===== config.mk =====
export PLATFORM = sky130hd
export DESIGN_NAME = angle_quad_emu
export DESIGN_NICKNAME = d
export VERILOG_FILES = /design/src/rtl/aqe_pkg.sv /design/src/rtl/angle_accum.sv /design/src/rtl/quad_decode.sv /design/src/rtl/marker_gen.sv /design/src/rtl/angle_quad_emu.sv
export SDC_FILE = /design/constraint.sdc
export NUM_CORES = 1
export LEC_CHECK = 0
export CAP_MARGIN = 10
export CORE_MARGIN = 1
export CORE_UTILIZATION = 47
export DETAILED_ROUTE_END_ITERATION = 8
export PLACE_DENSITY = 0.72
export SETUP_SLACK_MARGIN = 0.02
export SYNTH_ARGS = -nofsm -noshare
export SYNTH_HDL_FRONTEND = slang
export SYNTH_SLANG_ARGS = --single-unit

===== constraint.sdc =====
create_clock -name clk -period 2.4 [get_ports clk]
set_input_delay 0.36 -clock clk [delete_from_list [all_inputs] [get_ports clk]]
set_output_delay 0.36 -clock clk [all_outputs]
set_load 0.02 [all_outputs]

===== src/rtl/aqe_pkg.sv =====
package aqe_pkg;
  typedef enum logic [1:0] {
    NM_QUARTER  = 2'b00,
    NM_HALF     = 2'b01,
    NM_FULL     = 2'b10,
    NM_FULL_ALT = 2'b11
  } nm_width_e;
endpackage


===== src/rtl/angle_accum.sv =====
module angle_accum #(
  parameter int CNT_W = 12
) (
  input  logic             clk,
  input  logic             rst,
  input  logic             step,
  input  logic             dir,
  output logic [CNT_W-1:0] count_q,
  output logic [CNT_W-1:0] count_nxt
);
  localparam logic [CNT_W-1:0] ONE = CNT_W'(1);

  // natural modulo-2^CNT_W wrap in both directions
  always_comb begin
    if (!step)    count_nxt = count_q;
    else if (dir) count_nxt = count_q + ONE;
    else          count_nxt = count_q - ONE;
  end

  always_ff @(posedge clk) begin
    if (rst) count_q <= '0;
    else     count_q <= count_nxt;
  end
endmodule


===== src/rtl/quad_decode.sv =====
module quad_decode #(
  parameter int CNT_W      = 12,
  parameter int PHASE_BITS = 2
) (
  input  logic [CNT_W-1:0] cnt,
  output logic             ch_a,
  output logic             ch_b
);
  localparam int HI = PHASE_BITS - 1;
  localparam int LO = PHASE_BITS - 2;

  // Gray sequence within one A cycle: 00, 01, 11, 10
  always_comb begin
    ch_a = cnt[HI];
    ch_b = cnt[HI] ^ cnt[LO];
  end
endmodule


===== src/rtl/marker_gen.sv =====
module marker_gen #(
  parameter int CNT_W      = 12,
  parameter int PHASE_BITS = 2
) (
  input  logic [CNT_W-1:0]      cnt,
  input  aqe_pkg::nm_width_e    width,
  output logic                  hit
);
  logic [CNT_W-1:0] upper;

  // drop the low bits that the chosen width ignores, then test for zero
  always_comb begin
    unique case (width)
      aqe_pkg::NM_QUARTER: upper = cnt;
      aqe_pkg::NM_HALF:    upper = cnt >> (PHASE_BITS - 1);
      default:             upper = cnt >> PHASE_BITS;
    endcase
    hit = (upper == '0);
  end
endmodule


===== src/rtl/angle_quad_emu.sv =====
module angle_quad_emu #(
  parameter int CNT_W      = 12,
  parameter int PHASE_BITS = 2
) (
  input  logic             clk,
  input  logic             rst,
  input  logic             step_i,
  input  logic             dir_i,
  input  logic [1:0]       nm_sel_i,
  output logic [CNT_W-1:0] count_o,
  output logic             enc_a_o,
  output logic             enc_b_o,
  output logic             enc_nm_o
);
  logic [CNT_W-1:0]   cnt_nxt;
  logic               a_nxt, b_nxt, nm_nxt;
  aqe_pkg::nm_width_e width;

  assign width = aqe_pkg::nm_width_e'(nm_sel_i);

  angle_accum #(.CNT_W(CNT_W)) u_accum (
    .clk(clk), .rst(rst), .step(step_i), .dir(dir_i),
    .count_q(count_o), .count_nxt(cnt_nxt)
  );

  quad_decode #(.CNT_W(CNT_W), .PHASE_BITS(PHASE_BITS)) u_quad (
    .cnt(cnt_nxt), .ch_a(a_nxt), .ch_b(b_nxt)
  );

  marker_gen #(.CNT_W(CNT_W), .PHASE_BITS(PHASE_BITS)) u_mark (
    .cnt(cnt_nxt), .width(width), .hit(nm_nxt)
  );

  // encoder outputs load with the count, only on a step
  always_ff @(posedge clk) begin
    if (rst) begin
      enc_a_o  <= 1'b0;
      enc_b_o  <= 1'b0;
      enc_nm_o <= 1'b1;
    end else if (step_i) begin
      enc_a_o  <= a_nxt;
      enc_b_o  <= b_nxt;
      enc_nm_o <= nm_nxt;
    end
  end
endmodule


==> results.cfg <==
[synthesis]
yosys.area_share.simple_pct = 21.9
synthMuxAreaShare_pct = 4.87
async_reset_ff_share_pct = 0
synth-seq-cells = 15
yosys.area_share.xor_xnor_pct = 5.69
synth_edf_count = 0
synth_fa_ha_area_share_pct = 11.8
syn_avg_cell_area_um2 = 8.33
synth_seq_area_share_pct = 24.4
yosysWarnings = 0
syn_inst = 148
netlist_area_mm2 = 0.00123
synthFlopType = dfxtp_1
synth-compound-area-share_pct = 25.1
syn_nets = 165
synth_top_family_by_area = compound AO/OA/AOI/OAI gates
ys_types = 46

[global_routing]
antenna_found_initial = 0
globalRouteTotalUtil_pct = 28.8
grt_overflow_total = 0
first_global_vias = 1256
grt_start_max_net_pins = 12
grt_pass1_wl_um = 5730

[hold_path]
min_path_type = register to register

[clock_network]
cts_tree = built
postCtsSetupBuffers = 0
clk_pin_slew_ns = 0.10
cts_root_buf = clkbuf_4
cts_made_buffers = 3
clk_latency_ns = 0.30
ctsHoldBuffers = 0
clock_path_buffers = 2
numClockSinks = 15
htreeDepth = 1

[detailed_routing]
wl_per_cell_um = 16.0
drc = 0
routed_wl_um = 3710
via_count = 1372
final_antenna_net_count = 0
first_pass_iters = 4
vias_per_cell = 5.91
drt_iter0_drc = 23

[critical_path]
crit_type = input pin to register
cp_slowest_cell = or4_4
cp-end-kind = register
crit_path_max_fanout = 6
slowest_delay_ns = 0.44
cp_cell_sequence = clkdlybuf4s15_1 -> inv_4 -> ha_4 -> a21o_1 -> and4_4 -> o21a_1 -> or4_4 -> a31oi_4 -> a2111oi_4 -> a211oi_2
critPathRequiredTime_ns = 2.63
worstPathArrival_ns = 2.52
start_kind = input pin

[sta]
maxSlewViolCount = 0
fmax_ghz = 0.436
setup_viol = 0
worst_clock_skew_ns = 0.00119
worst_slack_ns = 0.108
timing.hold.ws_ns = 0.465
relSlewSlack_pct = 67.5
fin_setup_tns_ns = 0
rsz0062_at_grt = false
min_period_ns = 2.29
worst_pin_slew_ns = 0.486
min_period_over_period_pct = 95.5
finalHoldViolCount = 0

[placement]
hpwl_um = 2710
dp_slack_ns = -0.614
gp_congestion = 0.914
post-place-cells = 228
port_buffers = 20

[pwr]
power_density_mw_per_mm2 = 679
irDropWorstVdd_uv = 552
leakagePower_nw = 0.787
finalPower_w = 0.00124

[floorplan]
initial_core_util_pct = 49.7
die_area_mm2 = 0.00283
boundaryPins = 21
fp-row-count = 18
core_mm2 = 0.00248
fp.dieW_um = 53.2
die_h_um = 53.2

[run_status]
status = finished clean

[finish]
diodes = 0
fin_cells = 232
multiInputGateArea_um2 = 946
syn2layout_area_growth_pct = 47.7
drive_gt1_share_pct = 30.2
layout_commonest_cell = buf_4
final_cell_mix = buf_4 (36), clkdlybuf4s50_1 (19), nor2_1 (16)
nFillCells = 195
fin_nets = 220
regArea_um2 = 303

[flow_run]
drv_cap = 0
registers in the layout, indices dropped and copies added (netlist names):
signal	flops
enc_a_o	1
enc_b_o	1
enc_nm_o	1
u_accum.count_q	12
what timing repair did:
item,in CTS,in global routing
resized for setup,12,7
hold endpoints to repair,0,0
setup endpoints to repair,3,2
pin swaps,5,3
critical path, delay by kind of cell:
kind | cells | cell delay (ns)
adders and majority gates | 1 | 0.21
and+or+nand+nor | 2 | 0.64
AOI/OAI and AO/OA | 5 | 0.95
buffers and inverters | 2 | 0.36
final cells by class:
| class | count | area share [%] |
|---|---|---|
| clock buffers | 3 | 1.24 |
| clock inverters | 1 | 0.275 |
| inverters | 9 | 1.99 |
| multi-input cells | 118 | 52.0 |
| flip-flops and latches | 15 | 16.6 |
| well taps | 30 | 2.06 |
| repair buffers | 56 | 25.8 |
routing by layer:
metal  share of wire [%]  GRT usage (%)  vias up
li1                    -              -      656
met1                  42           33.8      658
met2                  51           50.4       44
met3                 4.0           4.60       14
met4                 2.6           12.7        0
met5                   0              0        -
per-stage QoR:
stage	instance area, um^2	util, %
floorplan	1230	-
global placement	1700	68.5
detailed placement	1700	68.5
CTS	1790	72.1
global route	1820	73.5
finish	1820	73.5
Yosys cell counts, types with 2 or more instances:
library cell / number / share of area (%)
nand3_1: 3 / 1.2
o21ai_0: 7 / 2.8
o31ai_1: 2 / 1.2
o211a_1: 2 / 1.6
xnor2_1: 7 / 5.0
dfxtp_1: 15 / 24
a311oi_1: 2 / 1.4
nand2_1: 6 / 1.8
nor3_1: 8 / 3.2
o21a_1: 4 / 2.4
a21oi_1: 10 / 4.1
inv_1: 9 / 2.7
nand4_1: 2 / 1.0
or3_1: 3 / 1.5
buf_6: 2 / 1.8
mux2i_1: 6 / 4.9
a211oi_1: 3 / 1.8
and2_1: 4 / 2.0
nor2_1: 16 / 4.9
ha_1: 10 / 10
nand2b_1: 2 / 1.0
power by group:
part           total [W]  internal (W)  leakage, nW  switching, W
registers       0.000325      0.000287        0.125     0.0000376
logic           0.000751      0.000389        0.645      0.000363
clock network   0.000160     0.0000623       0.0177     0.0000982
path summary, 6_finish.rpt:
kind,from,end,slack [ns],cells after the start
setup / recovery,dir_i,enc_nm_o,0.11,10
hold / removal,enc_a_o,enc_a_o,0.47,1
setup reg to reg,u_accum.count_q[1],enc_nm_o,0.16,8
hold reg to reg,enc_a_o,enc_a_o,0.47,1
logic make-up after synthesis:
| logic type | count (synthesis) |
|---|---|
| xor+xnor | 8 |
| fa+ha+maj | 11 |
| buf+inv | 15 |
| mux | 6 |
| flops | 15 |
| simple gates | 50 |
| compound gates | 43 |
No activity file was read; power rests on OpenSTA's default activity.
